==> src/rtl/irq_res_pkg.sv <==
package irq_res_pkg;

    localparam int unsigned NUM_LINES = 8;
    localparam int unsigned LINE_W    = $clog2(NUM_LINES);
    localparam int unsigned PRIO_W    = LINE_W + 1;

    // line whose in-service bit the master may skip in special nested mode
    localparam int unsigned CASCADE_LINE = 2;

    localparam logic [NUM_LINES-1:0] MASTER_TRIG_WMASK = 8'hF8;
    localparam logic [NUM_LINES-1:0] SLAVE_TRIG_WMASK  = 8'hDE;

    typedef logic [NUM_LINES-1:0] line_vec_t;
    typedef logic [LINE_W-1:0]    line_idx_t;
    typedef logic [PRIO_W-1:0]    prio_t;

    localparam prio_t PRIO_NONE = prio_t'(NUM_LINES);

    typedef struct packed {
        logic      valid;
        line_idx_t line;
    } grant_t;

    // Reorder a per-line vector so bit p holds line (p + ofs) mod NUM_LINES.
    function automatic line_vec_t rotate_to_prio(line_vec_t v, line_idx_t ofs);
        line_vec_t r;
        for (int p = 0; p < NUM_LINES; p++) begin
            r[p] = v[line_idx_t'(p) + ofs];
        end
        return r;
    endfunction

    function automatic line_idx_t prio_to_line(prio_t p, line_idx_t ofs);
        return line_idx_t'(p[LINE_W-1:0] + ofs);
    endfunction

endpackage

==> src/rtl/irq_capture.sv <==
module irq_capture
    import irq_res_pkg::*;
(
    input  logic      clk,
    input  logic      rst,
    input  line_vec_t req_in,
    input  line_vec_t level_mode,
    input  line_vec_t req_clr,
    output line_vec_t req_q,
    output line_vec_t prev_q
);

    for (genvar i = 0; i < NUM_LINES; i++) begin : g_line
        logic req_nxt;

        always_comb begin
            if (level_mode[i]) begin
                req_nxt = req_in[i];
            end else if (req_in[i] && !prev_q[i]) begin
                req_nxt = 1'b1;
            end else if (req_clr[i]) begin
                req_nxt = 1'b0;
            end else begin
                req_nxt = req_q[i];
            end
        end

        always_ff @(posedge clk) begin
            if (rst) begin
                req_q[i]  <= 1'b0;
                prev_q[i] <= 1'b0;
            end else begin
                req_q[i]  <= req_nxt;
                prev_q[i] <= req_in[i];
            end
        end
    end

endmodule

==> src/rtl/irq_prio_enc.sv <==
module irq_prio_enc
    import irq_res_pkg::*;
(
    input  line_vec_t vec,
    output prio_t     prio
);

    // smallest set index wins; PRIO_NONE when the vector is empty
    always_comb begin
        prio = PRIO_NONE;
        for (int p = NUM_LINES - 1; p >= 0; p--) begin
            if (vec[p]) begin
                prio = prio_t'(p);
            end
        end
    end

endmodule

==> src/rtl/irq_resolver.sv <==
module irq_resolver
    import irq_res_pkg::*;
#(
    parameter bit IS_MASTER = 1'b1
) (
    input  logic                   clk,
    input  logic                   rst,
    input  logic [NUM_LINES-1:0]   req_in,
    input  logic [NUM_LINES-1:0]   req_clr,
    input  logic                   trig_we,
    input  logic [NUM_LINES-1:0]   trig_wd,
    input  logic                   mask_we,
    input  logic [NUM_LINES-1:0]   mask_wd,
    input  logic                   isr_we,
    input  logic [NUM_LINES-1:0]   isr_wd,
    input  logic                   ofs_we,
    input  logic [LINE_W-1:0]      ofs_wd,
    input  logic                   nest_en,
    output logic                   irq_valid,
    output logic [LINE_W-1:0]      irq_line
);

    localparam line_vec_t TRIG_WMASK = IS_MASTER ? MASTER_TRIG_WMASK : SLAVE_TRIG_WMASK;
    localparam line_vec_t CASCADE_BIT = line_vec_t'(1) << CASCADE_LINE;

    line_vec_t trig_q = '0;
    line_vec_t mask_q;
    line_vec_t isr_q;
    line_idx_t ofs_q;
    line_vec_t irr_q;
    line_vec_t last_q;

    line_vec_t pending;
    line_vec_t isr_eff;
    line_vec_t pend_rot;
    line_vec_t isr_rot;
    prio_t     pend_prio;
    prio_t     cur_prio;
    grant_t    grant;

    // trigger modes survive reset
    always_ff @(posedge clk) begin
        if (trig_we) begin
            trig_q <= trig_wd & TRIG_WMASK;
        end
    end

    always_ff @(posedge clk) begin
        if (rst) begin
            mask_q <= '0;
            isr_q  <= '0;
            ofs_q  <= '0;
        end else begin
            if (mask_we) mask_q <= mask_wd;
            if (isr_we)  isr_q  <= isr_wd;
            if (ofs_we)  ofs_q  <= ofs_wd;
        end
    end

    irq_capture u_capture (
        .clk        (clk),
        .rst        (rst),
        .req_in     (req_in),
        .level_mode (trig_q),
        .req_clr    (req_clr),
        .req_q      (irr_q),
        .prev_q     (last_q)
    );

    assign pending = irr_q & ~mask_q;

    if (IS_MASTER) begin : g_nest
        assign isr_eff = nest_en ? (isr_q & ~CASCADE_BIT) : isr_q;
    end else begin : g_no_nest
        assign isr_eff = isr_q;
    end

    assign pend_rot = rotate_to_prio(pending, ofs_q);
    assign isr_rot  = rotate_to_prio(isr_eff, ofs_q);

    irq_prio_enc u_enc_pend (
        .vec  (pend_rot),
        .prio (pend_prio)
    );

    irq_prio_enc u_enc_isr (
        .vec  (isr_rot),
        .prio (cur_prio)
    );

    always_comb begin
        grant = '0;
        if (pend_prio < cur_prio) begin
            grant.valid = 1'b1;
            grant.line  = prio_to_line(pend_prio, ofs_q);
        end
    end

    assign irq_valid = grant.valid;
    assign irq_line  = grant.line;

endmodule

==> config.mk <==
export PLATFORM = sky130hd
export DESIGN_NAME = irq_resolver
export DESIGN_NICKNAME = d
export VERILOG_FILES = /design/src/rtl/irq_res_pkg.sv /design/src/rtl/irq_capture.sv /design/src/rtl/irq_prio_enc.sv /design/src/rtl/irq_resolver.sv
export SDC_FILE = /design/constraint.sdc
export NUM_CORES = 1
export LEC_CHECK = 0
export ABC_AREA = 1
export BUFFER_PORTS_ARGS = -buffer_cell sky130_fd_sc_hd__buf_4
export CORE_MARGIN = 2
export CORE_UTILIZATION = 35
export DETAILED_ROUTE_END_ITERATION = 16
export PLACE_DENSITY_LB_ADDON = 0.2
export SLEW_MARGIN = 10
export SYNTH_ARGS = -nofsm -noshare
export SYNTH_HDL_FRONTEND = slang
export SYNTH_SLANG_ARGS = --single-unit
==> constraint.sdc <==
create_clock -name clk -period 8.5 [get_ports clk]
set_input_delay 0.85 -clock clk [delete_from_list [all_inputs] [get_ports clk]]
set_output_delay 0.85 -clock clk [all_outputs]
set_load 0.1 [all_outputs]
==> metrics.txt, run 1 <==
internal power=~0.00035 W; first-pass detailed-route iteration total=4; Post-synth EDFFs=5; Setup TNS=0 ps; pre-CTS WS=a little under 4000 ps; status=completed; period utilization=slightly below 60%; ant diodes=0; final setup margin=about 3600 ps; syn nets=approximately 410; effective utilization at floorplan=a little over a third; Worst slew margin=59.23%; switch share=44.03%; Synth Area per Inst=between 7 and 8 µm²; CTS root buf=clkbuf_8; CTS Hold Bufs=0; final wirelength=between 5000 and 6000 µm; die height=between 80 and 90 µm; clock sink count=40; final hold viol count=0; first-pass GRT wire length=approximately 9400 µm; Crit. End Element=output pin; Final Critical Period=4922 ps; Synth Register Bits=40; Async S/R FF share, synth=0%; Worst setup SP type=flop; Clock power frac=20.5%; DR vias=between 2,000 and 2,500; postcts setup bufs=0; count leader, synth=nand2_1; RSZ-0062 raised after global routing=false; P per Cell Area=slightly above 200 nW/µm²; Worst Setup SP=ofs_q[1]; worst setup path class=reg2out; GPL Wtd Cong=between 0.8 and 0.9; Fmax achieved=about 0.20 GHz; number of routed nets with antenna violations=0; share of the synthesized area in the top cell type=around 28%; largest net degree at the start of global routing=23; GRT overflow=0; initial antenna violation count=0; # H-tree levels=2; fin. max-slew vios=0; CP max FO=12; # DRC=0; vias in the first global route=around 2,100; Hold Crit Class=reg2reg; Port-buffer cells=50; Post-CTS Resized=0; CTS tree=done; Netlist Area Pre-Place=between 2000 and 2500 µm²; Mapped Cells=350; DR WL/cell=between 10 and 15 µm; DR iter-0 viols=between 100 and 150; Die Wd=between 80 and 90 µm; Worst-Margin Slew=about 610 ps; die area=7733 µm²; Ports=54; Top FF cell, synth=dfxtp_1; Worst-path clk slew=80 ps; dpl cell area=2882 µm²; clk buf depth=2; VDD IR max=104.2 µV; P_leak=approximately 1.4 nW; core area=6794 µm²; Yosys cell types=34; # rows=30; synth cell count leaders=77 x nand2_1, 56 x inv_1, 46 x nand3_1, 35 x dfxtp_1, 30 x o21ai_0; switching power=0.0002716 W; Seq pwr share=34.7%; Critical R2R Launch=ofs_q[1]; WP data arrival=roughly 4100 ps; number of fillers in the final layout=between 700 and 800; max_cap viols=0; fin nets=454; layout cell share with drive strength beyond 1=a little over a fifth; Layout area overhead=20.45%; yosys warns=0; Synth area leader=dfxtp_1; total power=between 0.0006 and 0.0007 W; synth top area cells=dfxtp_1 28%, nand2_1 12%, nand3_1 9.3%; CTS Buf Count=5; worst skew pair latency=about 300 ps; vias per inst=between 4 and 5; GRT Total Usage=between 10% and 20%; Clock Skew=roughly 3 ps; # setup viols final=0; Seq/Total Area, Yosys=34.50%; hold path start=u_capture.prev_q[1]; cell area after layout=2970 µm²; DP HPWL=4228 µm; worst endpoint required time=7650 ps; Logic pwr share=between 40% and 50%
==> state kept, by name (all words and copies together) (netlist names) <==
name              flops
isr_q                 8
mask_q                8
u_capture.prev_q      8
u_capture.req_q       8
trig_q                5
ofs_q                 3
==> cells in the final DEF, fill, tap and decap left out <==
cell type    n
a21oi_1     16
a21oi_2      2
a31oi_1      1
and2_1       1
buf_4       51
clkbuf_1     1
clkbuf_8     5
clkinv_4     1
clkinvlp_4   1
dfxtp_1     35
edfxtp_1     5
fa_1         1
ha_1         6
inv_1       56
inv_2        2
inv_8        1
nand2_1     77
nand2_2      7
nand3_1     46
nand3_2     10
nand4_1      1
nor2_1      22
nor2_2       1
nor3_1       2
o21ai_0     30
o21ai_1      2
o21ai_2      2
o32ai_1      3
o41ai_1      5
xnor2_1      1
xnor2_2      1
xnor2_4      1
xor2_1       1
xor2_2       1
==> power by group through the flow <==
| stage | logic (W) | clock network [W] | registers (W) |
|---|---|---|---|
| floorplan | 0.000223 | 0 | 0.000214 |
| global placement | 0.000274 | 0 | 0.000218 |
| detailed placement | 0.000277 | 0 | 0.000219 |
| CTS | 0.000278 | 0.000130 | 0.000214 |
| global route | 0.000306 | 0.000138 | 0.000216 |
| finish | 0.000276 | 0.000127 | 0.000214 |
==> cell type report <==
type                    instances  area [µm²]  share of cell area [%]
inverters                      59       229.0                   7.709
flip-flops and latches         40       850.8                   28.64
repair buffers                 51       382.9                   12.89
clock inverters                 2       16.27                  0.5476
clock buffers                   6       72.57                   2.443
well taps                      96       120.1                   4.044
multi-input cells             240        1299                   43.72
==> worst max-delay path: stages, from the launching register on <==
cell and delay [ps]:
dfxtp_1 710, inv_2 250, ha_1 520, inv_1 210
nand3_1 160, nand3_1 100, nand2_1 80, nand2_1 50
nand2_1 50, nand2_1 50, nand2_1 60, nand2_1 50
nand2_1 50, nand2_1 60, inv_1 50, ha_1 130
inv_1 50, fa_1 380, xnor2_1 180, xor2_1 160
inv_1 50, nor2_1 90, buf_4 290
==> kinds of logic (layout without fill, tap and decap cells) <==
logic type	count (synthesis)	in the layout	synth area share (%)
AND/OR/NAND/NOR	167	167	31.41
XOR/XNOR	5	5	3.146
AO/OA/AOI/OAI	61	61	14.26
flip-flops	40	40	34.50
buffers and inverters	70	118	12.84
adder cells (fa/ha/maj)	7	7	3.856
==> metal layers <==
layer  up-vias  track usage (%)  share of wire [%]
li1       1229                -                  -
met1      1019            20.41                 50
met2        38            24.79                 45
met3         7            2.639                3.7
met4         0            5.035                1.4
met5         -                0                  0
==> metrics by stage <==
stage          hold WS (ps)  util (%)  instances
6_report              418.7     43.72        494
5_1_grt               427.4     43.72        494
3_3_place_gp          407.6     42.41        486
2_1_floorplan         401.1         -        350
4_1_cts               422.2     43.72        494
3_5_place_dp          410.8     42.41        486
==> final timing paths <==
check	to	slack, ps	cells after the start
max	irq_line[2]	3580	22
min	u_capture.req_q[1]	420	1
max reg2reg	ofs_q[1]	7290	2
min reg2reg	u_capture.req_q[1]	420	1
Note: power is estimated with default switching activity, not from simulation.
==> inputs of run 2 (changes only) <==
==> constraint.sdc (replaced) <==
create_clock -name clk -period 5.1 [get_ports clk]
set_input_delay 0.51 -clock clk [delete_from_list [all_inputs] [get_ports clk]]
set_output_delay 0.51 -clock clk [all_outputs]
set_load 0.1 [all_outputs]
==> metrics.txt, run 2 (synthesized netlist as in run 1, its figures left out) <==
status=completed; P per Cell Area=359.1 nW/µm² (+73%); max_cap viols=0 (unchanged); number of fillers in the final layout=695 (-2.1%); # setup viols final=0 (unchanged); CP max FO=12 (unchanged); DR iter-0 viols=130 (+26%); worst setup path class=reg2out; Layout area overhead=21.21%; Worst-path clk slew=80 ps (about the same); WP data arrival=4060 ps (about the same); DP HPWL=4316 µm (+2.1%); largest net degree at the start of global routing=23 (unchanged); Ports=54 (unchanged); total power=0.001073 W (+74%); CP cell instances=inv_2, ha_1, inv_1, nand3_1, nand3_1, nand2_1, nand2_1, nand2_1, nand2_1, nand2_1, nand2_1, nand2_1, nand2_1, inv_1, ha_1, inv_1, fa_1, xnor2_1, xor2_1, inv_1, nor2_1, buf_4; CTS root buf=clkbuf_8; RSZ-0062 raised after global routing=false; Critical R2R Launch=ofs_q[1]; Hold Crit Class=in2reg; most frequent cells in the layout=77 x nand2_1, 56 x inv_1, 51 x buf_4, 46 x nand3_1, 35 x dfxtp_1; fin nets=454 (unchanged); Crit path depth=22 (unchanged); final wirelength=5413 µm (+2.1%); Clock Skew=4.155 ps (+1.123 ps); Setup TNS=0 ps (unchanged); effective utilization at floorplan=36.30% (unchanged); clock sink count=40 (unchanged); FF-to-FF path depth=2 (unchanged); first-pass detailed-route iteration total=5 (+1); clk buf depth=2 (unchanged); period utilization=about nine tenths; slowest cell on the critical path=dfxtp_1; WP buf/inv=6 (unchanged); Post-CTS Resized=0 (unchanged); vias per inst=4.613 (-0.61%); ant diodes=0 (unchanged); worst hold path endpoint=trig_q[3]; fin. max-slew vios=0 (unchanged); Die Wd=87.94 µm (unchanged); Crit. End Element=output pin; Critical Path Max Stage Delay=690 ps (-20 ps); final hold viol count=0 (unchanged); CTS Buf Count=5 (unchanged); core area=6794 µm² (unchanged); Most Frequent Cell on Critical Path=nand2_1; VDD IR max=196.3 µV (+88%); die height=87.94 µm (unchanged); GRT overflow=0 (unchanged); # H-tree levels=2 (unchanged); postcts setup bufs=0 (unchanged); GPL Wtd Cong=0.8865 (+1.5%); hold path start=trig_wd[3]; Port-buffer cells=50 (unchanged); first-pass GRT wire length=9839 µm (+4.7%); # DRC=0 (unchanged); FF-to-FF End=ofs_q[1]; Worst slew margin=59.17% (-0.061 points); dpl cell area=2882 µm² (unchanged); P_leak=1.454 nW (+0.96%); R2R setup slack=3910 ps (-3380 ps); Worst-Margin Slew=611.6 ps (+0.9191 ps); Worst setup SP type=flop; layout cell share with drive strength beyond 1=21.61% (unchanged); Hold Crit Depth=1 (unchanged); hold slack final=384.1 ps (-34.63 ps); Final Critical Period=roughly 4600 ps; DR vias=2,279 (-0.61%); crit-path leading delay family=adder cells; worst skew pair latency=290 ps (about the same); CTS tree=done; die area=7733 µm² (unchanged); cell area after layout=2989 µm² (+0.63%); GRT Total Usage=15.85% (+0.64 points); commonest non-fill, non-tap cell in the layout=nand2_1; DR WL/cell=10.96 µm (+2.1%); worst endpoint required time=4590 ps (-3060 ps); CTS Hold Bufs=0 (unchanged); Fmax achieved=between 0.2 and 0.25 GHz; initial antenna violation count=0 (unchanged); vias in the first global route=2,190 (+4.1%); # rows=30 (unchanged); number of routed nets with antenna violations=0 (unchanged)
[run 2: how the worst max path moves through the flow]
stage                     slack [ps]     start          end
final                            530  ofs_q[1]  irq_line[2]
after floorplan                  650  ofs_q[0]  irq_line[2]
after global routing             190  ofs_q[1]  irq_line[2]
after detailed placement         840  ofs_q[1]  irq_line[2]
after CTS                        510  ofs_q[1]  irq_line[2]
after global placement           910  ofs_q[1]  irq_line[2]
[run 2: metal layers]
layer	vias to the layer above	global-route usage, %	routed length, µm
li1	1229	-	-
met1	1003	20.58	2578
met2	40	27.27	2564
met3	7	2.639	202
met4	0	4.196	68
met5	-	0	0
[run 2: through the flow]
step / std cells / utilization [%] / worst slack [ps]
after floorplan: 350 / - / 654.6
after CTS: 494 / 44.00 / 511.9
final: 494 / 44.00 / 534.9
after global routing: 494 / 44.00 / 188.8
after global placement: 486 / 42.41 / 906.6
after detailed placement: 486 / 42.41 / 838.1
[run 2: area by class of cell]
class / count / area [µm²] / share of cell area, %
multi-input cells: 240 / 1299 / 43.45
flip-flops and latches: 40 / 850.8 / 28.46
repair buffers: 51 / 382.9 / 12.81
inverters: 59 / 229.0 / 7.660
well taps: 96 / 120.1 / 4.018
clock buffers: 6 / 72.57 / 2.428
clock inverters: 2 / 35.03 / 1.172
[run 2: power by group]
group	total, W	leakage [nW]	switching [W]	internal, W
sequential	0.000358	0.340	0.0000169	0.000341
combinational	0.000459	1.06	0.000322	0.000137
clock	0.000257	0.0552	0.000112	0.000145
total	0.00107	1.45	0.000450	0.000623
[run 2: worst reg2reg max path, delay by kind of cell, from the launching register on]
family                 cells  cell delay, ps
flip-flops                 1             690
buffers and inverters      1             250
AO/OA/AOI/OAI              1             190
==> inputs of run 3 (changes only) <==
--- a/config.mk
+++ b/config.mk
@@ -10,7 +10,6 @@
 export CORE_MARGIN = 2
 export CORE_UTILIZATION = 35
 export DETAILED_ROUTE_END_ITERATION = 16
-export PLACE_DENSITY_LB_ADDON = 0.2
 export SLEW_MARGIN = 10
 export SYNTH_ARGS = -nofsm -noshare
 export SYNTH_HDL_FRONTEND = slang
==> metrics.txt, run 3 (synthesized netlist as in run 1, its figures left out) <==
vias in the first global route=2,182 (-0.37%); switch share=44.13% (+2.2 points); slowest cell on the critical path=dfxtp_1; Post-CTS Resized=0 (unchanged); GRT Total Usage=15.32% (-0.53 points); internal power=0.0005748 W (-7.8%); # DRC=0 (unchanged); Clock power frac=20.6% (-3.3 points); CTS Hold Bufs=0 (unchanged); Crit. End Element=output pin; status=completed; initial antenna violation count=0 (unchanged); DR vias=2,287 (+0.35%); Logic pwr share=44.6% (+1.9 points); switching power=0.0004540 W (+0.84%); DR WL/cell=10.79 µm (-1.5%); # H-tree levels=2 (unchanged); Worst-path clk slew=80 ps (about the same); layout cell share with drive strength beyond 1=21.86% (+0.25 points); Setup TNS=0 ps (unchanged); VDD IR max=180.8 µV (-7.9%); P_leak=1.444 nW (-0.73%); CP max FO=12 (unchanged); # rows=30 (unchanged); fin. max-slew vios=0 (unchanged); Worst slew margin=59.94% (+0.77 points); most frequent cells in the layout=77 x nand2_1, 56 x inv_1, 51 x buf_4, 46 x nand3_1, 35 x dfxtp_1; max_cap viols=0 (unchanged); crit-path leading delay family=adder cells; core area=6794 µm² (unchanged); worst setup path class=reg2out; DP HPWL=4213 µm (-2.4%); period utilization=89.05% (-0.46 points); Ports=54 (unchanged); worst endpoint required time=4590 ps (about the same); Layout area overhead=20.50%; ant diodes=0 (unchanged); final hold viol count=0 (unchanged); WP buf/inv=6 (unchanged); commonest non-fill, non-tap cell in the layout=nand2_1; GRT overflow=0 (unchanged); worst skew pair latency=290 ps (about the same); vias per inst=4.630 (+0.35%); GPL Wtd Cong=0.8857 (about the same); largest net degree at the start of global routing=23 (unchanged); Worst setup SP type=flop; final core area utilization=43.74% (-0.26 points); Final Critical Period=4541 ps (-23.57 ps); Worst-Margin Slew=600.1 ps (-11.49 ps); Critical Path Max Stage Delay=700 ps (about the same); first-pass detailed-route iteration total=4 (-1); # setup viols final=0 (unchanged); postcts setup bufs=0 (unchanged); Seq pwr share=34.8% (+1.5 points); Fmax achieved=0.2202 GHz (+0.52%); Hold Crit Class=in2reg; DR iter-0 viols=138 (+6.2%); effective utilization at floorplan=36.30% (unchanged); fin nets=454 (unchanged); CP cell instances=inv_2, ha_1, inv_1, nand3_1, nand2_1, nand2_1, o21ai_2, nand2_1, nand2_1, nand2_1, nand2_1, nand2_1, nand2_1, inv_1, ha_1, inv_1, fa_1, xnor2_1, xor2_1, inv_1, nor2_1, buf_4; final wirelength=5331 µm (-1.5%); Most Frequent Cell on Critical Path=nand2_1; RSZ-0062 raised after global routing=false; Port-buffer cells=50 (unchanged); CTS root buf=clkbuf_8; total power=0.001029 W (-4.2%); number of routed nets with antenna violations=0 (unchanged); first-pass GRT wire length=9556 µm (-2.9%); CTS tree=done; die area=7733 µm² (unchanged); P per Cell Area=346.2 nW/µm² (-3.6%); WP data arrival=4030 ps (-30 ps); Clock Skew=3.489 ps (-0.6665 ps); clk buf depth=2 (unchanged); clock sink count=40 (unchanged); Die Wd=87.94 µm (unchanged); die height=87.94 µm (unchanged); CTS Buf Count=5 (unchanged)
[run 3: cell count changes in the layout (fill, tap and decap cells not counted), sizes merged]
cell | previous run | this run
bufinv | 1 | 0
clkbuf | 6 | 5
clkinvlp | 0 | 1
inv | 59 | 60
[run 3: stage by stage]
| stage | hold WS [ps] | cells | area (µm²) | setup slack (ps) |
|---|---|---|---|---|
| 6_report | 386.8 | 494 | 2972 | 558.5 |
| 5_1_grt | 365.8 | 494 | 2972 | 130.5 |
| 4_1_cts | 378.8 | 494 | 2972 | 555.0 |
| 3_5_place_dp | 413.5 | 486 | 2882 | 879.7 |
| 3_3_place_gp | 405.0 | 486 | 2882 | 928.5 |
| 2_1_floorplan | 401.1 | 350 | 2466 | 654.6 |
[run 3: final timing paths]
check	startpoint	to	slack [ps]	cells after the start
setup / recovery	ofs_q[1]	irq_line[2]	560	22
hold reg to reg	u_capture.prev_q[0]	u_capture.req_q[0]	430	1
setup reg to reg	ofs_q[1]	ofs_q[1]	3900	2
hold / removal	trig_wd[4]	trig_q[4]	390	1
[run 3: power groups by stage]
stage	Combinational [W]	Sequential (W)	Clock [W]
finish	0.000459	0.000358	0.000212
global route	0.000509	0.000361	0.000235
CTS	0.000461	0.000358	0.000219
detailed placement	0.000459	0.000365	0
global placement	0.000454	0.000364	0
floorplan	0.000371	0.000357	0
[run 3: final cells by class]
| cell class | count | area, µm² |
|---|---|---|
| Clock buffer | 5 | 68.82 |
| Clock inverter | 3 | 21.27 |
| Fill cell | 720 | 3822 |
| Inverter | 59 | 229.0 |
| Multi-Input combinational cell | 240 | 1299 |
| Sequential cell | 40 | 850.8 |
| Tap cell | 96 | 120.1 |
| Timing Repair Buffer | 51 | 382.9 |
[run 3: layer usage]
layer	wire length [µm]	vias up	track usage (%)
met4	59	0	4.755
met2	2502	50	24.72
met1	2550	1004	20.55
met3	219	5	3.205
li1	-	1228	-
met5	0	-	0
